==> src/rtl/plru_pkg.sv <==
package plru_pkg;

  // Strobes from control to datapath
  typedef struct packed {
    logic updEn;     // commit an access to the use bits
    logic lookupEn;  // a victim is being requested
  } plruStrb_t;

endpackage

==> src/rtl/plru_ctrl.sv <==
module plru_ctrl
  import plru_pkg::*;
#(
  parameter int NUM_WAYS = 4,
  localparam int WAY_W = $clog2(NUM_WAYS)
) (
  input  logic                accValid,
  input  logic [WAY_W-1:0]    accWay,
  input  logic                vicReq,
  output plruStrb_t           strb,
  output logic [NUM_WAYS-1:0] wayMask
);

  always_comb begin
    strb.updEn    = accValid;
    strb.lookupEn = vicReq;
  end

  // One-hot decode of the accessed way
  for (genvar w = 0; w < NUM_WAYS; w++) begin : gWayDec
    assign wayMask[w] = (accWay == WAY_W'(w));
  end

endmodule

==> src/rtl/plru_datapath.sv <==
module plru_datapath
  import plru_pkg::*;
#(
  parameter int NUM_WAYS = 4,
  parameter int NUM_SETS = 16,
  localparam int WAY_W = $clog2(NUM_WAYS),
  localparam int SET_W = $clog2(NUM_SETS)
) (
  input  logic                clk,
  input  logic                rst_n,
  input  plruStrb_t           strb,
  input  logic [SET_W-1:0]    accSet,
  input  logic [NUM_WAYS-1:0] wayMask,
  input  logic [SET_W-1:0]    vicSet,
  output logic [WAY_W-1:0]    vicWay,
  output logic                vicValid
);

  logic [NUM_WAYS-1:0] useBits [NUM_SETS];
  logic [NUM_WAYS-1:0] curBits, mergedBits, nextBits, reqBits;
  logic                foundClear;

  // Update path: mark the way, fold back to one bit on rollover
  always_comb begin
    curBits    = useBits[accSet];
    mergedBits = curBits | wayMask;
    nextBits   = (&mergedBits) ? wayMask : mergedBits;
  end

  for (genvar s = 0; s < NUM_SETS; s++) begin : gSet
    always_ff @(posedge clk or negedge rst_n) begin
      if (!rst_n)
        useBits[s] <= '0;
      else if (strb.updEn && (accSet == SET_W'(s)))
        useBits[s] <= nextBits;
    end

    // sets not addressed by a valid access hold their bits
    a_r7_other_sets_hold: assert property (@(posedge clk) disable iff (!rst_n)
      !(strb.updEn && (accSet == SET_W'(s))) |=> $stable(useBits[s]));

    // a set never holds all ones
    a_r8_never_all_ones: assert property (@(posedge clk) disable iff (!rst_n)
      useBits[s] != {NUM_WAYS{1'b1}});
  end

  // Victim path: lowest-numbered clear bit of the requested set
  always_comb begin
    reqBits    = useBits[vicSet];
    vicWay     = '0;
    foundClear = 1'b0;
    for (int w = NUM_WAYS - 1; w >= 0; w--) begin
      if (!reqBits[w]) begin
        vicWay     = WAY_W'(w);
        foundClear = 1'b1;
      end
    end
  end

  assign vicValid = strb.lookupEn && foundClear;

  // accessed way is marked after the edge
  a_r2_access_marks_way: assert property (@(posedge clk) disable iff (!rst_n)
    strb.updEn |=> ((useBits[$past(accSet)] & $past(wayMask)) == $past(wayMask)));

  // the reported victim has a clear bit
  a_r4_victim_is_clear: assert property (@(posedge clk) disable iff (!rst_n)
    vicValid |-> !useBits[vicSet][vicWay]);

  // a request is always answered in the same cycle
  a_r5_valid_with_req: assert property (@(posedge clk) disable iff (!rst_n)
    strb.lookupEn |-> vicValid);

  a_r5_no_valid_idle: assert property (@(posedge clk) disable iff (!rst_n)
    !strb.lookupEn |-> !vicValid);

endmodule

==> src/rtl/plru_repl_unit.sv <==
module plru_repl_unit
  import plru_pkg::*;
#(
  parameter int NUM_WAYS = 4,
  parameter int NUM_SETS = 16,
  localparam int WAY_W = $clog2(NUM_WAYS),
  localparam int SET_W = $clog2(NUM_SETS)
) (
  input  logic             clk,
  input  logic             rst_n,
  input  logic             accValid,
  input  logic [SET_W-1:0] accSet,
  input  logic [WAY_W-1:0] accWay,
  input  logic             vicReq,
  input  logic [SET_W-1:0] vicSet,
  output logic [WAY_W-1:0] vicWay,
  output logic             vicValid
);

  plruStrb_t           strb;
  logic [NUM_WAYS-1:0] wayMask;

  plru_ctrl #(.NUM_WAYS(NUM_WAYS)) ctrl_i (
    .accValid (accValid),
    .accWay   (accWay),
    .vicReq   (vicReq),
    .strb     (strb),
    .wayMask  (wayMask)
  );

  plru_datapath #(.NUM_WAYS(NUM_WAYS), .NUM_SETS(NUM_SETS)) dp_i (
    .clk      (clk),
    .rst_n    (rst_n),
    .strb     (strb),
    .accSet   (accSet),
    .wayMask  (wayMask),
    .vicSet   (vicSet),
    .vicWay   (vicWay),
    .vicValid (vicValid)
  );

endmodule

==> config.mk <==
export PLATFORM = sky130hd
export DESIGN_NAME = plru_repl_unit
export DESIGN_NICKNAME = d
export VERILOG_FILES = /design/src/rtl/plru_pkg.sv /design/src/rtl/plru_ctrl.sv /design/src/rtl/plru_datapath.sv /design/src/rtl/plru_repl_unit.sv
export SDC_FILE = /design/constraint.sdc
export NUM_CORES = 1
export LEC_CHECK = 0
export ABC_AREA = 1
export ABC_CLOCK_PERIOD_IN_PS = 2200
export BUFFER_PORTS_ARGS = -buffer_cell sky130_fd_sc_hd__buf_2
export CORE_MARGIN = 2
export CORE_UTILIZATION = 35
export CTS_CLUSTER_SIZE = 10
export DETAILED_ROUTE_END_ITERATION = 12
export SLEW_MARGIN = 30
export SYNTH_ARGS = -nofsm -noshare
export SYNTH_HDL_FRONTEND = slang
export SYNTH_SLANG_ARGS = --single-unit
==> constraint.sdc <==
create_clock -name clk -period 2.2 [get_ports clk]
set_input_delay 0.44 -clock clk [delete_from_list [all_inputs] [get_ports clk]]
set_output_delay 0.44 -clock clk [all_outputs]
set_load 0.05 [all_outputs]
### After elaboration in Yosys (flattened, before gate mapping)

Index checks and enable logic that the tools add are counted.

| word-level totals | value |
|---|---|
| flip-flop bits (word level) | 64 |
| input bits | 14 |
| output and inout bits | 3 |
| logic and storage cells | 74 |

| operators by class | value |
|---|---|
| $lt $le $gt $ge | 2 |
| equal/unequal tests | 18 |
| mux-type cells | 15 |
| bitwise logic cells | 3 |
| reduce and logical (&&, ||, !) cells | 20 |

Operators by type and width:

| cell | count |
|---|---|
| binary-select mux 4 bit (select 4 bit) | 2 |
| == test 4 bit (second input constant) | 8 |
| two-way mux 4 bit | 5 |
| logical AND 1 bit | 17 |
| == test 4 x 3 -> 1 bit (second input constant) | 4 |
| greater-or-equal comparator 5 bit (second input constant) | 2 |
| NOT 4 -> 5 bit | 2 |
| == test 4 x 2 -> 1 bit (second input constant) | 2 |
| two-way mux 2 bit | 4 |
| == test 2 bit (second input constant) | 2 |
| == test 4 x 1 -> 1 bit (second input constant) | 1 |
| zero test 4 bit | 1 |
| two-way mux 1 bit | 4 |
| OR 4 bit | 1 |
| AND reduction 4 bit | 1 |
| == test 2 x 1 -> 1 bit (second input constant) | 1 |
| zero test 2 bit | 1 |

### Longest topological paths before layout

| depth | value |
|---|---|
| depth after elaboration | 9 |
| gate-level depth with buffers | 15 |

### Hierarchy

A second synthesis with hierarchy kept.

| second synthesis, totals | value |
|---|---|
| cells, all modules | 653 |
| area, all modules | 4295.4 um^2 |

By module, submodules not included:

| module | instances | cells an instance | area each (um^2) | seq. area each (um^2) |
|---|---|---|---|---|
| plru_datapath | 1 | 644 | 4254.1 | 1601.5 |
| plru_ctrl | 1 | 9 | 41.3 | 0.0 |

### Worst setup path after synthesis

No wires, ideal clock.

| path | value |
|---|---|
| path kind | in2out |
| from | in vicSet[0] |
| to | out vicWay[0] |
| arrival time | 2.269 ns |
| setup slack | -0.509 ns |
| stages on the path | 10 |
| buffers on the path | 2 |
| cells stage by stage | buf_2 > clkinv_1 > clkbuf_1 > nor2_1 > o21ai_0 > o211ai_1 > nand2_1 > inv_1 > nand2_1 > a21oi_1 |

| on the way | value |
|---|---|
| longest elaborated chain between the ends | 8 |

RTL lines:

| item | line | text |
|---|---|---|
| start: declaration | plru_repl_unit.sv:15 | `input logic [SET_W-1:0] vicSet,` |
| NOT 4 -> 5 bit (implied by the code) (*) | plru_datapath.sv:49 | `reqBits = useBits[vicSet];` |
| binary-select mux 4 bit (select 4 bit) (*) | plru_datapath.sv:49 |  |
| two-way mux 4 bit (implied by the code) (*) (2 in series) | plru_datapath.sv:49 |  |
| two-way mux 2 bit (3 in series) | plru_datapath.sv:53 | `if (!reqBits[w]) begin` |
| two-way mux 2 bit (*) | plru_datapath.sv:53 |  |
| end: declaration | plru_repl_unit.sv:16 | `output logic [WAY_W-1:0] vicWay,` |

Every way passes the cells marked *; elsewhere a longest branch is shown, timed or not. The select of a mux whose other input is x is not followed.

### Worst setup path after layout

| path | value |
|---|---|
| from | reg dp_i.useBits[49] (netlist name) |
| to | out vicWay[0] |

| on the way | value |
|---|---|
| longest elaborated chain between the ends | 5 |

RTL lines:

| item | line | text |
|---|---|---|
| start: declaration | plru_datapath.sv:19 | `logic [NUM_WAYS-1:0] useBits [NUM_SETS];` |
| start signal: indexed assignment | plru_datapath.sv:35 | `useBits[s] <= nextBits;` |
| binary-select mux 4 bit (select 4 bit) | plru_datapath.sv:49 |  |
| two-way mux 4 bit (implied by the code) (2 in series) | plru_datapath.sv:49 |  |
| two-way mux 2 bit (2 in series) | plru_datapath.sv:53 |  |

Every way passes these cells. The select of a mux whose other input is x is not followed.

==> key figures <==
Outcome
  – Outcome: complete, but fails checks
  – Failing checks: negative setup slack

Layout
  – Fillers: roughly 1200
  – Most frequent cells in the layout: nand2_1 (255), nand3_1 (81), dfrtp_1 (64), inv_1 (56), nor2_1 (43)
  – Most common cell after layout, fill and taps aside: nand2_1
  – Area Overhead vs Synth: 19.39%
  – Area of the multi-input gates: 0.002242 mm²
  – Largest register FFs: between 60 and 70
  – Diode count: 0
  – Reg area: 0.001602 mm²
  – Top flop regs: dp_i.useBits (64)
  – Most flops, register: dp_i.useBits
  – Layout cells sized above 1: 15.90%
  – Nets@finish: approximately 680

Worst setup path
  – CP max stage cell: dfrtp_1
  – Largest delay share family, worst path: flip-flops
  – Reg2Reg Depth: 12
  – Setup CP Type: register to output port
  – Critical path buffers and inverters: 3
  – Critical path, cell by cell: a21oi_1 -> o21ai_0 -> nand3_1 -> nand3_1 -> nand2_1 -> inv_1 -> buf_4 -> a21oi_4 -> buf_6
  – CP max FO: 3
  – CP endpoint kind: output port
  – Required @ worst endpoint: 1760 ps
  – R2r endpoint: dp_i.useBits[30]$_DFFE_PN0P_
  – CP max stage delay: 430 ps
  – CP arrival: around 1800 ps
  – Worst R2R Start: dp_i.useBits[54]$_DFFE_PN0P_
  – FF-to-FF setup slack: around 400 ps
  – Type of origin of the critical path: register
  – CP dominant cell by count: nand3_1

Floorplan
  – Core footprint: 0.01191 mm²
  – Num rows: 40
  – Initial core utilization: around 35%
  – Die ar.: 0.01295 mm²
  – IO Pins: 17
  – Chip width: roughly 110 µm
  – DIE HEIGHT: between 100 and 150 µm

Timing
  – Tightest Pin Transition: 535.2 ps
  – Finish-stage setup viols: 3
  – Final Hold Fails: 0
  – Hold slack: approximately 77 ps
  – Max Slew Vio Count: 0
  – RSZ-0062 raised after global routing: true
  – Worst setup margin: -43.09 ps
  – FMAX: 445.8 MHz
  – Tmin final: 2243 ps
  – Final Skew: roughly 4.5 ps
  – Final worst path period share: 102.0%
  – Max-slew headroom: about 64%

Global routing
  – Tot GR Track Use: 22.90%
  – First-pass GRT wire length: about 22000 µm
  – Vias in the first global route: between 4000 and 5000
  – Initial antenna violation count: 0
  – Overflow after GRT: 0
  – Largest net degree at the start of global routing: 37

Logic synthesis
  – Synthesized-area fraction occupied by adder cells: 0%
  – Yosys warning count: 0
  – Synth Area in Compound Gates: 8.568%
  – Post-Syn Nets: 644
  – Post-synth EDFFs: 0
  – Sequential area share after synthesis: a little under two fifths
  – Yosys cell types: 25
  – Simple-gate area share of the yosys netlist: approximately 43%
  – Post-synth ARST share: between 90% and 100%
  – Mapped Avg Cell Area: roughly 6.7 µm²
  – Synth Register Bits: 64
  – XOR/XNOR share of the synthesized area: 0%
  – Post-synthesis mux area share: 0%
  – Top_reg_cell synth: dfrtp_1
  – Cell count after synthesis: 630
  – Largest family of logic cells by synthesized area: simple AND/OR/NAND/NOR gates
  – Post-Syn Area: 0.004220 mm²

Run
  – Max-Cap Viols: 0

Drt
  – WL/cell: approximately 17 µm
  – Post-route DRC: 0
  – Initial DRC count: approximately 430
  – Vias: about 4400
  – Remaining antenna violation count: 0
  – First drt pass iteration count: 5
  – Vias per cell: approximately 5.3
  – Routed wire length: 13960 µm

Power
  – Leakage Power: ~2.6 nW
  – Max VDD drop: ~0.00043 V
  – Power Density: around 840 mW/mm²
  – Pwr Total: between 4 and 5 mW

Min path
  – Tightest Hold Check Type: input port to async pin

Clock tree
  – Clk buf depth: 2
  – CTS Buf Count: 9
  – H-tree level count: 3
  – Clock sinks: 64
  – Clk pin slew, worst setup/hold paths: roughly 50 ps
  – Root cell of the clock tree: clkbuf_16
  – CTS tree: yes
  – Clk_lat worst skew: about 340 ps
  – Post-CTS Hold Buffers: 0

Placed design
  – I/O Buffers: 16
  – DP Wirelength: around 10000 µm
  – GPL Wtd Cong: roughly 1.0
==> kinds of logic after synthesis <==
| logic type | count (synthesis) |
|---|---|
| DFF | 64 |
| and+or+nand+nor | 414 |
| AOI/OAI and AO/OA | 64 |
| buffers and inverters | 88 |
==> worst max-delay path by stage <==
stage / from / endpoint / cells after the start
after detailed placement: vicSet[1] / vicValid / 13
final: dp_i.useBits[49]$_DFFE_PN0P_ / vicWay[0] / 9
after CTS: vicSet[0] / vicValid / 11
after global placement: vicSet[0] / vicWay[0] / 10
after floorplan: vicSet[0] / vicWay[0] / 10
after global routing: dp_i.useBits[29]$_DFFE_PN0P_ / vicValid / 10
==> final cells by class <==
cell class / count / share of cell area (%)
clock buffers: 12 / 4.892
clock inverters: 4 / 0.3973
inverters: 61 / 4.842
multi-input cells: 478 / 44.50
flip-flops and latches: 64 / 31.79
well taps: 147 / 3.650
repair buffers: 54 / 9.933
==> Yosys cell counts, types with 4 or more instances <==
cell      instances  area, µm²
nand3_1          82      410.4
o21ai_1           9      45.04
a21oi_1          13      65.06
nand3_4           4      70.07
o211ai_1         13      97.59
dfrtp_1          64       1602
buf_2             6      30.03
nand3_2          11      110.1
nor2_1           45      168.9
nand2_1         261      979.7
inv_1            57      214.0
clkbuf_1          7      26.28
o21ai_0          26      130.1
buf_6            12      135.1
==> where the power goes <==
group	switching [mW]	internal, mW
combinational	0.749	0.428
sequential	0.294	1.47
clock	0.510	0.784
==> metrics by stage <==
stage / util, % / instance area [µm²] / setup TNS [ps] / std cells / setup slack [ps]
2_1_floorplan: - / 4262 / 0 / 630 / 11.39
3_3_place_gp: 39.41 / 4695 / -501.3 / 803 / -176.9
3_5_place_dp: 39.41 / 4695 / -602.4 / 803 / -205.3
4_1_cts: 42.10 / 5015 / -53.40 / 820 / -26.58
5_1_grt: 42.30 / 5039 / -355.7 / 820 / -126.2
6_report: 42.30 / 5039 / -92.44 / 820 / -43.09
==> timing repair <==
item | 4_1_cts | 5_1_grt
gates resized for setup | 22 | 10
pin swaps | 9 | 9
endpoints found under the setup margin | 3 | 3
buffers inserted | 1 | 0
==> layer usage <==
metal / vias to the layer above / GRT usage (%) / wire (µm)
li1: 2083 / - / -
met1: 2041 / 31.71 / 6189
met2: 212 / 34.05 / 6098
met3: 40 / 4.357 / 1222
met4: 0 / 11.95 / 447
met5: - / 0 / 0
(Power assumes the default switching activity.)
